File: config.mk
export PLATFORM = sky130hd
export DESIGN_NAME = ref_failover_ctrl
export DESIGN_NICKNAME = d
export VERILOG_FILES = /design/src/rtl/refsw_pkg.sv /design/src/rtl/refsw_datapath.sv /design/src/rtl/refsw_control.sv /design/src/rtl/ref_failover_ctrl.sv
export SDC_FILE = /design/constraint.sdc
export NUM_CORES = 1
export LEC_CHECK = 0
export ABC_AREA = 0
export CORE_ASPECT_RATIO = 0.6
export CORE_MARGIN = 2
export CORE_UTILIZATION = 38
export CTS_CLUSTER_SIZE = 12
export DETAILED_ROUTE_END_ITERATION = 8
export DONT_BUFFER_PORTS = 1
export GPL_TIMING_DRIVEN = 0
export PLACE_DENSITY = 0.63
export SYNTH_ARGS = -nofsm -noshare
export SYNTH_HDL_FRONTEND = slang
export SYNTH_SLANG_ARGS = --single-unit
File: constraint.sdc
create_clock -name clk -period 4.04 [get_ports clk]
set_clock_uncertainty 0.1 [all_clocks]
set_input_delay 0.404 -clock clk [delete_from_list [all_inputs] [get_ports clk]]
set_output_delay 0.404 -clock clk [all_outputs]
set_load 0.005 [all_outputs]
File: src/rtl/refsw_pkg.sv
package refsw_pkg;

  typedef enum logic [2:0] {
    ST_RESET,
    ST_LOCK_PRIMARY,
    ST_SWITCHING,
    ST_LOCKED,
    ST_HOLDOVER
  } swState_e;

  // strobes from control to datapath
  typedef struct packed {
    logic tmrClr;
    logic tmrRun;
  } ctrlStrobes_t;

  // status from datapath to control
  typedef struct packed {
    logic selLvl;
    logic selChg;
    logic selReady;
    logic alignTimeout;
  } dpStatus_t;

endpackage

File: src/rtl/refsw_datapath.sv
module refsw_datapath
  import refsw_pkg::*;
#(
  parameter int SYNC_STAGES   = 2,
  parameter int MIN_TICKS     = 2,
  parameter int ALIGN_TIMEOUT = 32
) (
  input  logic         clk,
  input  logic         rstN,
  input  logic         tick,
  input  logic         selReq,
  input  ctrlStrobes_t strb,
  output dpStatus_t    stat
);

  localparam int QW = $clog2(MIN_TICKS + 1);
  localparam int TW = $clog2(ALIGN_TIMEOUT + 1);

  logic [SYNC_STAGES-1:0] syncQ;
  logic                   selSynced;
  logic                   cand;
  logic [QW-1:0]          qCnt;
  logic                   selLvl;
  logic                   selReady;
  logic                   selChg;
  logic [TW-1:0]          tmr;

  // metastability chain for the asynchronous select
  always_ff @(posedge clk or negedge rstN) begin
    if (!rstN) syncQ <= '0;
    else       syncQ <= {syncQ[SYNC_STAGES-2:0], selReq};
  end
  assign selSynced = syncQ[SYNC_STAGES-1];

  // level qualification in compare ticks
  always_ff @(posedge clk or negedge rstN) begin
    if (!rstN) begin
      cand     <= 1'b0;
      qCnt     <= '0;
      selLvl   <= 1'b0;
      selReady <= 1'b0;
      selChg   <= 1'b0;
    end else begin
      selChg <= 1'b0;
      if (selSynced != cand) begin
        cand <= selSynced;
        qCnt <= '0;
      end else if (tick && (qCnt < QW'(MIN_TICKS))) begin
        qCnt <= qCnt + 1'b1;
      end
      if ((qCnt == QW'(MIN_TICKS)) && (selSynced == cand) &&
          (!selReady || (selLvl != cand))) begin
        selLvl   <= cand;
        selReady <= 1'b1;
        selChg   <= selReady;
      end
    end
  end

  // realignment timeout
  always_ff @(posedge clk or negedge rstN) begin
    if (!rstN)                                              tmr <= '0;
    else if (strb.tmrClr)                                   tmr <= '0;
    else if (strb.tmrRun && tick && (tmr < TW'(ALIGN_TIMEOUT))) tmr <= tmr + 1'b1;
  end

  assign stat.selLvl       = selLvl;
  assign stat.selChg       = selChg;
  assign stat.selReady     = selReady;
  assign stat.alignTimeout = (tmr == TW'(ALIGN_TIMEOUT));

endmodule

File: src/rtl/refsw_control.sv
module refsw_control
  import refsw_pkg::*;
(
  input  logic         clk,
  input  logic         rstN,
  input  logic         manualEff,
  input  logic [1:0]   refValid,
  input  logic         alignDone,
  input  dpStatus_t    stat,
  output ctrlStrobes_t strb,
  output logic         activeRef,
  output logic         busyN,
  output logic         holdover,
  output logic         lockN,
  output logic         inReset
);

  swState_e state, nextState;
  logic     nextRef;
  logic     startSw;
  logic     otherRef;

  assign otherRef = ~activeRef;

  always_comb begin
    nextState = state;
    nextRef   = activeRef;
    startSw   = 1'b0;
    unique case (state)
      ST_RESET: begin
        if (stat.selReady) begin
          nextRef   = stat.selLvl;
          nextState = manualEff ? ST_LOCKED : ST_LOCK_PRIMARY;
        end
      end
      ST_LOCK_PRIMARY, ST_LOCKED: begin
        if (manualEff) begin
          if (stat.selLvl != activeRef) begin
            startSw = 1'b1;
            nextRef = stat.selLvl;
          end
        end else if (!refValid[activeRef]) begin
          if (refValid[otherRef]) begin
            startSw = 1'b1;
            nextRef = otherRef;
          end else begin
            nextState = ST_HOLDOVER;
            nextRef   = 1'b0;
          end
        end else if (stat.selChg && (stat.selLvl != activeRef) &&
                     refValid[stat.selLvl]) begin
          startSw = 1'b1;
          nextRef = stat.selLvl;
        end
      end
      ST_SWITCHING: begin
        if (manualEff) begin
          if (stat.selLvl != activeRef) begin
            startSw = 1'b1;
            nextRef = stat.selLvl;
          end else if (alignDone || stat.alignTimeout) begin
            nextState = ST_LOCKED;
          end
        end else if (!refValid[activeRef]) begin
          nextState = ST_HOLDOVER;
          nextRef   = 1'b0;
        end else if (alignDone || stat.alignTimeout) begin
          nextState = ST_LOCKED;
        end
      end
      ST_HOLDOVER: begin
        if (manualEff || (&refValid)) begin
          startSw = 1'b1;
          nextRef = stat.selLvl;
        end else if (refValid[0]) begin
          startSw = 1'b1;
          nextRef = 1'b0;
        end else if (refValid[1]) begin
          startSw = 1'b1;
          nextRef = 1'b1;
        end
      end
      default: nextState = ST_RESET;
    endcase
    if (startSw) nextState = ST_SWITCHING;
  end

  always_ff @(posedge clk or negedge rstN) begin
    if (!rstN) begin
      state     <= ST_RESET;
      activeRef <= 1'b0;
    end else begin
      state     <= nextState;
      activeRef <= nextRef;
    end
  end

  assign strb.tmrClr = startSw;
  assign strb.tmrRun = (state == ST_SWITCHING);
  assign busyN       = (state != ST_SWITCHING);
  assign holdover    = (state == ST_HOLDOVER);
  assign lockN       = (state == ST_RESET) || (state == ST_HOLDOVER);
  assign inReset     = (state == ST_RESET);

endmodule

File: src/rtl/ref_failover_ctrl.sv
module ref_failover_ctrl
  import refsw_pkg::*;
#(
  parameter int SYNC_STAGES   = 2,
  parameter int MIN_TICKS     = 2,
  parameter int ALIGN_TIMEOUT = 32
) (
  input  logic       clk,
  input  logic       rstN,
  input  logic       tick,
  input  logic       selReq,
  input  logic       manualMode,
  input  logic       bypass,
  input  logic [1:0] refValid,
  input  logic       alignDone,
  output logic       activeRef,
  output logic       busyN,
  output logic       holdover,
  output logic       lockN,
  output logic [1:0] failN
);

  logic [1:0]   rstSync;
  logic         rstInt;
  logic         inReset;
  ctrlStrobes_t strb;
  dpStatus_t    stat;

  // asynchronous assert, synchronous release
  always_ff @(posedge clk or negedge rstN) begin
    if (!rstN) rstSync <= 2'b00;
    else       rstSync <= {rstSync[0], 1'b1};
  end
  assign rstInt = rstSync[1];

  refsw_datapath #(
    .SYNC_STAGES  (SYNC_STAGES),
    .MIN_TICKS    (MIN_TICKS),
    .ALIGN_TIMEOUT(ALIGN_TIMEOUT)
  ) u_dp (
    .clk   (clk),
    .rstN  (rstInt),
    .tick  (tick),
    .selReq(selReq),
    .strb  (strb),
    .stat  (stat)
  );

  refsw_control u_ctrl (
    .clk      (clk),
    .rstN     (rstInt),
    .manualEff(manualMode | bypass),
    .refValid (refValid),
    .alignDone(alignDone),
    .stat     (stat),
    .strb     (strb),
    .activeRef(activeRef),
    .busyN    (busyN),
    .holdover (holdover),
    .lockN    (lockN),
    .inReset  (inReset)
  );

  assign failN = inReset ? 2'b11 : refValid;

endmodule

# Word-level counts from Yosys, hierarchy flattened

Cells that the tools add are included.

Memory bits (writable): 0
Latch bits: 0
Register bits: 20
Bits of input ports: 9
Memories: 0
ROM bits: 0

Order comparisons: 5
Div/mod/pow operators: 0
Multiply operators: 0
Muxes and demuxes: 45
Equality and inequality tests: 21
Bitwise operators: 2
Shift operators: 0
Reductions and logical operators: 20
$add $sub $neg: 2

Operators by type and width:

| cell                  | number |
|---|---|
| $mux W1               | 27 |
| $mux W3               | 9 |
| $mux W6               | 2 |
| $ne A3 B2 Y1 const B  | 4 |
| $pmux W3 S4           | 1 |
| $mux W2               | 4 |
| $ne A4 B3 Y1 const B  | 2 |
| $logic_and A1 B1 Y1   | 7 |
| $add A6 B1 Y6 const B | 1 |
| $eq A3 B2 Y1 const B  | 2 |
| $eq A6 B6 Y1 const B  | 1 |
| $lt A1 B2 Y1 const B  | 3 |
| $lt A6 B6 Y1 const B  | 1 |
| $reduce_and A6 Y1     | 1 |
| $reduce_and A5 Y1     | 1 |
| $logic_or A1 B1 Y1    | 4 |
| $ne A2 B1 Y1 const B  | 2 |
| $ne A4 B4 Y1 const B  | 1 |
| $pmux W1 S4           | 1 |
| $reduce_bool A2 Y1    | 2 |
| $reduce_bool A4 Y1    | 1 |
| $eq A3 B1 Y1 const B  | 1 |
| $eq A3 B3 Y1 const B  | 1 |
| $logic_not A3 Y1      | 1 |
| 13 further kinds      | 15 |

# Longest topological paths before layout

Gate-level depths: netlist of run 1.

Word-level depth: 9
Gate-level depth with buffers: 8
Depth with buffers taken out: 7

# By module

From an unflattened synthesis of run 1, not the netlist that was laid out.

Cells, all modules: 138
Area, all modules: 1295.0 um^2

By module, submodules not included:

| module            | cells an instance | area each (um^2) | sequential area each (um^2) | instances |
|---|---|---|---|---|
| refsw_datapath    | 64                | 665.6            | 350.3                       | 1 |
| refsw_control     | 68                | 556.8            | 100.1                       | 1 |
| ref_failover_ctrl | 6                 | 72.6             | 50.0                        | 1 |

# Least setup slack after synthesis of run 1

OpenSTA, ideal clock, no wires.

Path type: reg2reg
Start: register u_ctrl.activeRef
End: register u_ctrl.state[1]
Path buffers: 1
Arrival time: 1.941 ns
Stages on the path, launching flop included: 8
Period minus slack after synthesis: 2.107 ns
Setup time: 0.066 ns
Setup slack: 1.933 ns
Cell sequence: dfrtp_1 > clkbuf_1 > inv_1 > ha_1 > nor4_1 > a21oi_1 > o31ai_2 > or3_1

Cells in the longest elaborated chain, start to end: 9
Elaborated cells between the ends (all ways): 25
Classes of those cells: eq/ne: 7; mux: 15; reduce/logical: 3

Ends and longest elaborated chain:

| element                                               | line                                                          | RTL |
|---|---|---|
| start, declared                                       | refsw_control.sv:11                                           | `output logic activeRef,` |
| start signal, assigned                                | refsw_control.sv:94                                           | `activeRef <= nextRef;` |
| $ne A1 B1 Y1                                          | refsw_control.sv:38, refsw_control.sv:50, refsw_control.sv:58 |  |
| $logic_and A1 B1 Y1 (2 in a row)                      | refsw_control.sv:50                                           | `end else if (stat.selChg && (stat.selLvl != activeRef) &&` |
| $mux W1                                               | refsw_control.sv:50                                           |  |
| $mux W1                                               | refsw_control.sv:42                                           | `end else if (!refValid[activeRef]) begin` |
| $mux W1                                               | refsw_control.sv:37                                           | `if (manualEff) begin` |
| $pmux W1 S3                                           | refsw_control.sv:29                                           | `unique case (state)` |
| $ne A4 B4 Y1 (no source line) (tied with other cells) | n/a                                                           |  |
| $reduce_and A6 Y1 (no source line)                    | n/a                                                           |  |
| end signal, assigned                                  | refsw_control.sv:93                                           | `state <= nextState;` |
| end, declared                                         | refsw_control.sv:18                                           | `swState_e state, nextState;` |

Parallel ways exist; a longest one is shown, timed or not. The select of a mux whose other input is x is not followed.
A chain may end at the register's enable or synchronous reset.

# Worst setup path after layout of run 1

Same ends and word-level chain as after synthesis.

==> impl_metrics.tcl, run 1 <==
set metrics [dict create \
    gp_congestion 0.870 \
    tritoncts "yes" \
    critPathLaunchType "register" \
    vias 971 \
    dpl.hpwl_um 1840 \
    synthesis.nets 150 \
    cts_buffers 3 \
    crit_path_top_delay_cell "o31ai_2" \
    cts_buffer_depth 2 \
    regArea_um2 500 \
    hold_path_class "in2reg" \
    antennaDiodeCount 0 \
    clkSinkCount 20 \
    final.period_utilization 0.617 \
    synth_cell_types 43 \
    critPathMaxStageDelay_ns 0.62 \
    ir_drop_v 0.000241 \
    crit_type "reg2reg" \
    final-hold-violation-count 0 \
    grt_pass1_vias 933 \
    period_needed_ns 2.49 \
    synth.area.top_cells "dfrtp_1 40%, ha_1 5.0%, a21oi_1 4.0%" \
    synth_top_cell_by_area "dfrtp_1" \
    dr.pass1.iters 4 \
    first_iter_violations 42 \
    overflow 0 \
    status "completed" \
    rsz0062_at_grt "false" \
    cp-startpoint "u_ctrl.activeRef" \
    cp.arrival_ns 2.59 \
    insertion_delay_ns 0.26 \
    yosysMostFrequentCell "dfrtp_1" \
    drc 0 \
    die_y_um 48.3 \
    rows 16 \
    worstPathMaxFanout 9 \
    routedWlPerCell_um 13.2 \
    async_flop_share 1.00 \
    clk_pin_slew_ns 0.08 \
    cts-resized-gates 0 \
    setup-violations-final 0 \
    grt_pass1_wl_um 4280 \
    grt_antenna_before_repair 0 \
    worst_pin_slew_ns 0.703 \
    final_nets 156 \
    dieWidth_um 77.9 \
    fin_tns_setup_ns 0 \
    finalMaxSlewViolations 0 \
    yosys.area.top_type_share 0.402 \
    grt_use_total 0.142 \
    whs_path_depth 0 \
    cp.required_ns 4.14 \
    synth.ff_latch_count 20 \
    dieArea_um2 3760 \
    r2r_slack_ns 1.55 \
    portBuffers 0 \
    ys_seq_area_frac 0.402 \
    coreArea_um2 3180 \
    syn-cell-area_um2 1240 \
    powerDensity_nw_per_um2 634 \
    area_delta_synth_final_pct 11.1 \
    yosys_most_used_dff "dfrtp_1" \
    ant_nets 0 \
    cts-root-buf "clkbuf_8" \
    grt_max_degree 19 \
    drv_cap 0 \
    routed_wl_um 2450 \
    reg2reg_depth 7 \
    multi_input_area_um2 649 \
    dpl-instance-area_um2 1300 \
    layout-drive-gt1-share 0.128 \
    p_leak_uw 0.000613 \
    setup_slack_ns 1.55 \
    synth_common_cells "20 x dfrtp_1, 13 x nor2_1, 11 x inv_1, 10 x a21oi_1, 9 x nor3_1" \
    r2r_end "u_ctrl.state[1]" \
    slew_headroom 0.528 \
    yosys_warnings 0 \
    fill_cells 315 \
    preCtsSetupSlack_ns 1.55 \
    syn_avg_cell_area_um2 9.14 \
    cp-end-kind "register" \
    post-route-util 0.434 \
    viasPerCell 5.22 \
    hold_end "u_dp.syncQ[0]" \
    synth_cells 136 \
    htree_levels 1 \
    cp_cell_sequence "clkbuf_1, inv_1, ha_1, nor4_1, a21oi_1, o31ai_2, or3_1" \
    r2r-start "u_ctrl.activeRef" \
    synth-edff-count 0 \
    fmax_mhz 401 \
    min_from "selReq" \
    final_cell_area_um2 1380 \
    initial_utilization 0.391 \
    ios 15 \
]
## power by group
part | internal [µW] | switching, µW | total [µW] | leakage, µW
registers | 241 | 45.2 | 287 | 0.000247
clock network | 132 | 66.5 | 199 | 0.0000357
logic | 176 | 215 | 391 | 0.000330
## area by class of cell
type | count | area share
well taps | 45 | 0.0408
flip-flops and latches | 20 | 0.362
multi-input cells | 96 | 0.470
clock inverters | 1 | 0.0217
clock buffers | 3 | 0.0299
inverters | 11 | 0.0299
plain buffers | 9 | 0.0380
repair buffers | 1 | 0.00725
## kinds of logic (layout without fill, tap and decap cells)
family	Yosys count	after routing	synth area share
and+or+nand+nor	50	50	0.225
AOI/OAI and AO/OA	29	29	0.159
DFF	20	20	0.402
buffers and inverters	20	25	0.0754
xor gates and xnor gates	6	6	0.0423
adders and majority gates	5	5	0.0503
muxes	5	5	0.0423
other	1	1	0.00302
## metal layers
metal / vias to the layer above / GRT usage / wire (µm)
met2: 19 / 0.203 / 1040
met1: 471 / 0.202 / 1240
li1: 477 / - / -
met5: - / 0 / 0
met3: 4 / 0.0560 / 155
met4: 0 / 0.0327 / 15
## state kept, by name, summed over array words and instances, names as in the netlist
name,flops
rstSync,2
u_ctrl.activeRef,1
u_ctrl.state,3
u_dp.cand,1
u_dp.qCnt,2
u_dp.selChg,1
u_dp.selLvl,1
u_dp.selReady,1
u_dp.syncQ,2
u_dp.tmr,6
## worst max-delay path by stage
stage	to	slack, ns	cells after the start
2_1_floorplan	u_ctrl.state[1]	1.93	7
5_1_grt	u_dp.tmr[4]	1.37	7
4_1_cts	u_ctrl.state[1]	1.54	7
3_5_place_dp	u_ctrl.state[0]	1.55	7
6_report	u_ctrl.state[1]	1.55	7
3_3_place_gp	u_ctrl.state[1]	1.61	7
## layout by cell type (no fill, tap or decap), types with 2 or more instances in the layout
cell | netlist | final
nand3b_1 | 2 | 2
clkbuf_1 | 4 | 4
inv_1 | 11 | 11
nand2_1 | 7 | 7
ha_1 | 5 | 5
o21ai_0 | 4 | 4
nor2_1 | 13 | 13
a31oi_1 | 2 | 2
clkbuf_8 | 0 | 3
a21oi_1 | 10 | 10
xnor2_1 | 2 | 2
mux2_2 | 2 | 2
xor2_1 | 4 | 4
mux2i_1 | 3 | 3
dfrtp_1 | 20 | 20
buf_6 | 2 | 2
nor2b_1 | 3 | 3
buf_2 | 3 | 3
nand3_1 | 3 | 3
o21bai_1 | 4 | 4
nor3_1 | 9 | 9
## worst max-delay path: cells and delay by family, from the launching register on
kind,cells,cell delay (ns)
AO/OA/AOI/OAI,2,0.70
adder cells (fa/ha/maj),1,0.36
AND/OR/NAND/NOR,2,0.45
flip-flops,1,0.40
buffers and inverters,2,0.42
## per-stage QoR
stage / total power, µW / hold WS [ns] / std cells
after floorplan: 597 / 0.00841 / 136
after global placement: 666 / 0.00848 / 181
after detailed placement: 675 / 0.00848 / 181
after CTS: 881 / 0.0586 / 186
after global routing: 946 / 0.0485 / 186
final: 876 / 0.0647 / 186
## repair_timing
item | 4_1_cts | 5_1_grt
setup buffers | 0 | 0
hold buffers | 1 | 0
endpoints found under the hold margin | 2 | 0
(Power assumes the default switching activity.)
==> run 2: changes to the inputs <==
Clock period 4.04 ns to 2.3 ns, I/O delays scaled along.
==> run 2 against run 1 <==
Compared with the run above: first-iteration DRC count up 33%; via count up 1.0%; routed wire length about the same; global-route usage about the same; final cell count up 0.54%; setup slack worse by 1.4 ns; highest routed layer unchanged; design area up 1.6%; hold slack worse by 0.044 ns; largest cell class unchanged; sequential cell count unchanged.
==> impl_metrics.tcl, run 2 (synthesis gave the netlist of run 1 again) <==
set metrics [dict create \
    largest_register "u_dp.tmr" \
    post_cts_buffers 0 \
    portBuffers 0 \
    ir_drop_v 0.000445 \
    rows 16 \
    dieArea_um2 3760 \
    crit_type "reg2reg" \
    coreArea_um2 3180 \
    preCtsSetupSlack_ns -0.185 \
    power.internal_uw 982 \
    grt_pass1_vias 936 \
    cts-root-buf "clkbuf_8" \
    vias 981 \
    dieWidth_um 77.9 \
    final_cell_area_um2 1400 \
    grt_max_degree 19 \
    ant_nets 0 \
    overflow 0 \
    htree_levels 1 \
    insertion_delay_ns 0.26 \
    final.period_utilization 0.954 \
    slew_headroom 0.536 \
    final_cell_mix "20 x dfrtp_1, 13 x nor2_1, 11 x inv_1" \
    fmax_mhz 456 \
    routed_wl_um 2450 \
    powerDensity_nw_per_um2 1120 \
    setup_slack_ns 0.106 \
    layout-drive-gt1-share 0.134 \
    p_clk_frac 0.223 \
    routedWlPerCell_um 13.1 \
    grt_use_total 0.142 \
    dr.pass1.iters 4 \
    cp.required_ns 2.34 \
    drv_cap 0 \
    worst_pin_slew_ns 0.696 \
    final-hold-violation-count 0 \
    seqPwrFrac 0.322 \
    dpl-instance-area_um2 1300 \
    place_inst 181 \
    whs_path_depth 2 \
    power_uw 1570 \
    viasPerCell 5.25 \
    p_leak_uw 0.000621 \
    largest_reg_flops 6 \
    gp_congestion 0.870 \
    swShare 0.373 \
    setup-violations-final 0 \
    ios 15 \
    reg2reg_depth 8 \
    grt_antenna_before_repair 0 \
    rsz0062_at_grt "false" \
    first_iter_violations 56 \
    cts_buffer_depth 2 \
    grt_pass1_wl_um 4300 \
    final_nets 157 \
    combPwrFrac 0.455 \
    status "completed" \
    cp-end-kind "register" \
    cts_buffers 3 \
    area_delta_synth_final_pct 12.9 \
    drc 0 \
    cp.arrival_ns 2.23 \
    clkSinkCount 20 \
    top_regs "u_dp.tmr x6, u_ctrl.state x3" \
    period_needed_ns 2.19 \
    clk_pin_slew_ns 0.08 \
    whs_ns 0.0209 \
    hold_path_class "in2reg" \
    critPathLaunchType "register" \
    initial_utilization 0.391 \
    tritoncts "yes" \
    fin_cells 187 \
    dpl.hpwl_um 1840 \
    final_common_cell "dfrtp_1" \
    p_sw_uw 584 \
    worstPathMaxFanout 9 \
    die_y_um 48.3 \
    antennaDiodeCount 0 \
    finalMaxSlewViolations 0 \
]
==> run 2: cell count changes in the layout (fill, tap and decap cells not counted) <==
cell / change
clkbuf_1: -1
clkbuf_4: +1
dlygate4sd3_1: +1
o31ai_2: -1
o31ai_4: +1
==> run 2: through the flow <==
step,util,TNS [ns]
floorplan,-,0
global placement,0.408,-0.966
detailed placement,0.408,-1.46
CTS,0.440,0
global route,0.441,0
finish,0.441,0
==> run 2: routing by layer <==
layer  part of all wire  routed length [µm]  vias to the layer above  track usage
li1                   -                   -                      475            -
met1               0.50                1220                      477        0.204
met2               0.43                1040                       25        0.203
met3              0.069                 170                        4       0.0560
met4             0.0061                  15                        0       0.0327
met5                  0                   0                        -            0
==> run 2: layout make-up <==
class | count | area, µm²
repair buffers | 2 | 20.0
multi-input cells | 96 | 658
clock inverters | 1 | 30.0
plain buffers | 9 | 56.3
well taps | 45 | 56.3
inverters | 11 | 41.3
clock buffers | 3 | 41.3
flip-flops and latches | 20 | 500
fillers | 315 | 1780
==> run 2: final timing paths <==
path | from | endpoint | slack, ns
setup / recovery | u_ctrl.activeRef | u_ctrl.state[1] | 0.11
hold / removal | tick | u_dp.qCnt[1] | 0.02
setup reg to reg | u_ctrl.activeRef | u_ctrl.state[1] | 0.11
hold reg to reg | rstSync[1] | u_dp.qCnt[0] | 0.19
max in group asynchronous | rstSync[1] | u_ctrl.state[0] | 1.46
min in group asynchronous | rstN | rstSync[0] | 0.09
==> run 2: power groups by stage <==
stage,Combinational [µW],Sequential (µW),Clock (µW)
2_1_floorplan,560,488,0
3_3_place_gp,664,505,0
3_5_place_dp,676,510,0
4_1_cts,706,504,358
5_1_grt,796,517,374
6_report,713,503,349
==> run 2: timing repair <==
action                                  CTS  global route
gates resized for setup                   2             2
gates cloned                              0             0
endpoints found under the hold margin     3             0
pin swaps                                 0             0
endpoints found under the setup margin    9             5
hold buffers                              2             0
==> run 2: worst max-delay path, stage by stage (launching register included) <==
cell,delay (ns)
dfrtp_1,0.40
clkbuf_4,0.21
inv_1,0.07
ha_1,0.34
nor2b_1,0.07
a21oi_1,0.15
a221o_1,0.21
o31ai_4,0.14
or3_1,0.39
==> run 3: changes to the inputs <==
Settings changed: CORE_UTILIZATION 38 to 30, PLACE_DENSITY 0.63 to 0.55.
==> run 3 against run 2 <==
Compared with the run above: die area increased by 25%; via count down 4.4%; power fell by 4.2%; setup slack better by 0.098 ns; highest routed layer is now met3; clock-buffer cell count grew 1; critical endpoint unchanged; clock power down 24%; critical path type unchanged; register-to-register slack better by 0.098 ns.
==> impl_metrics.tcl, run 3 (synthesis gave the netlist of run 1 again) <==
set metrics [dict create \
    status "completed" \
    cp.arrival_ns 2.14 \
    dr.pass1.iters 4 \
    die_y_um 53.9 \
    initial_utilization 0.307 \
    wl_met3_um 57 \
    highest_layer "met3" \
    coreArea_um2 4050 \
    grt_antenna_before_repair 0 \
    drv_cap 0 \
    r2r-start "u_ctrl.activeRef" \
    fin_tns_setup_ns 0 \
    place_inst 186 \
    routed_wl_um 2520 \
    top_regs "u_dp.tmr x6, u_ctrl.state x3" \
    fin_cells 192 \
    antennaDiodeCount 0 \
    r2r_slack_ns 0.20 \
    final.period_utilization 0.911 \
    ir_drop_v 0.000385 \
    overflow 0 \
    min_from "tick" \
    viasPerCell 4.89 \
    dpl-instance-area_um2 1310 \
    crit_type "reg2reg" \
    r2r_end "u_ctrl.state[1]" \
    final_cell_mix "20 x dfrtp_1, 13 x nor2_1, 11 x inv_1" \
    grt_max_degree 19 \
    htree_levels 1 \
    area_delta_synth_final_pct 13.1 \
    slew_headroom 0.516 \
    dpl.hpwl_um 1830 \
    clkSinkCount 20 \
    critPathLaunchType "register" \
    setup_slack_ns 0.204 \
    tritoncts "yes" \
    period_needed_ns 2.10 \
    grt_use_total 0.109 \
    final-hold-violation-count 0 \
    finalMaxSlewViolations 0 \
    largest_reg_flops 6 \
    dieArea_um2 4690 \
    rsz0062_at_grt "false" \
    met2_length_um 1130 \
    cts-root-buf "clkbuf_8" \
    hold_path_class "in2reg" \
    portBuffers 0 \
    routedWlPerCell_um 13.1 \
    preCtsSetupSlack_ns -0.200 \
    cts_buffers 3 \
    insertion_delay_ns 0.26 \
    whs_path_depth 2 \
    cp-end-kind "register" \
    dieWidth_um 87.1 \
    grt_pass1_wl_um 3950 \
    ant_nets 0 \
    powerDensity_nw_per_um2 1070 \
    setup-violations-final 0 \
    vias 938 \
    drt-met1-wl_um 1330 \
    first_iter_violations 49 \
    drc 0 \
    reg2reg_depth 8 \
    worst_pin_slew_ns 0.726 \
    largest_register "u_dp.tmr" \
    grt_pass1_vias 794 \
    ios 15 \
    worstPathMaxFanout 9 \
    final_cell_area_um2 1410 \
    cp.required_ns 2.34 \
    gp_congestion 0.786 \
    layout-drive-gt1-share 0.141 \
    final_common_cell "dfrtp_1" \
    hold_end "u_dp.qCnt[1]" \
    rows 18 \
    fmax_mhz 477 \
    final_nets 157 \
    clk_pin_slew_ns 0.07 \
    p_leak_uw 0.000615 \
    post-route-util 0.347 \
    cts_buffer_depth 2 \
]
-- run 3: changes by cell type in the layout (fill, tap and decap cells not counted) --
cell       change
ha_1           -1
bufinv_16      -1
clkbuf_8       +1
ha_4           +1
-- run 3: timing repair --
| action | in CTS | in global routing |
|---|---|---|
| endpoints found under the setup margin | 9 | 8 |
| resized for setup | 2 | 3 |
| cloned | 0 | 0 |
| hold buffers | 2 | 0 |
| buffers inserted | 0 | 0 |
| hold endpoints to repair | 3 | 0 |
-- run 3: cell type report --
type | instances | area (µm²)
plain buffers | 9 | 56.3
clock buffers | 4 | 55.1
fillers | 433 | 2650
inverters | 11 | 41.3
multi-input cells | 96 | 671
flip-flops and latches | 20 | 500
well taps | 50 | 62.6
repair buffers | 2 | 20.0
-- run 3: per-layer routing --
metal | up-vias | GRT usage
li1 | 480 | -
met1 | 447 | 0.165
met2 | 11 | 0.155
met3 | 0 | 0.0368
met4 | 0 | 0.00769
met5 | - | 0
-- run 3: report_power, final --
part | total [µW] | switching [µW] | internal, µW | leakage, µW
sequential | 503 | 79.1 | 424 | 0.000247
clock | 264 | 112 | 152 | 0.0000288
combinational | 733 | 393 | 340 | 0.000339
-- run 3: worst max path at each step --
| stage | from | to | slack, ns | depth (start not counted) |
|---|---|---|---|---|
| final | u_ctrl.activeRef | u_ctrl.state[1] | 0.20 | 8 |
| after CTS | u_ctrl.activeRef | u_ctrl.state[1] | 0.1 | 8 |
| after global routing | u_ctrl.activeRef | u_ctrl.state[1] | 0.08 | 8 |
| after global placement | u_ctrl.activeRef | u_ctrl.state[1] | -0.11 | 7 |
| after detailed placement | u_ctrl.activeRef | u_dp.tmr[3] | -0.20 | 7 |
| after floorplan | u_ctrl.activeRef | u_ctrl.state[1] | 0.19 | 7 |
-- run 3: per-stage QoR --
| stage | hold slack (ns) | total power, µW |
|---|---|---|
| floorplan | -0.166 | 1050 |
| detailed placement | -0.166 | 1190 |
| global route | 0.0654 | 1610 |
| finish | 0.0314 | 1500 |
| CTS | 0.0241 | 1480 |
| global placement | -0.166 | 1170 |
-- run 3: critical path, cell delays in order, from the launching register on --
cell      delay [ns]
dfrtp_1         0.39
clkbuf_4        0.20
inv_1           0.09
ha_4            0.29
nor2b_1         0.05
a21oi_1         0.14
a221o_1         0.20
o31ai_4         0.13
or3_1           0.38
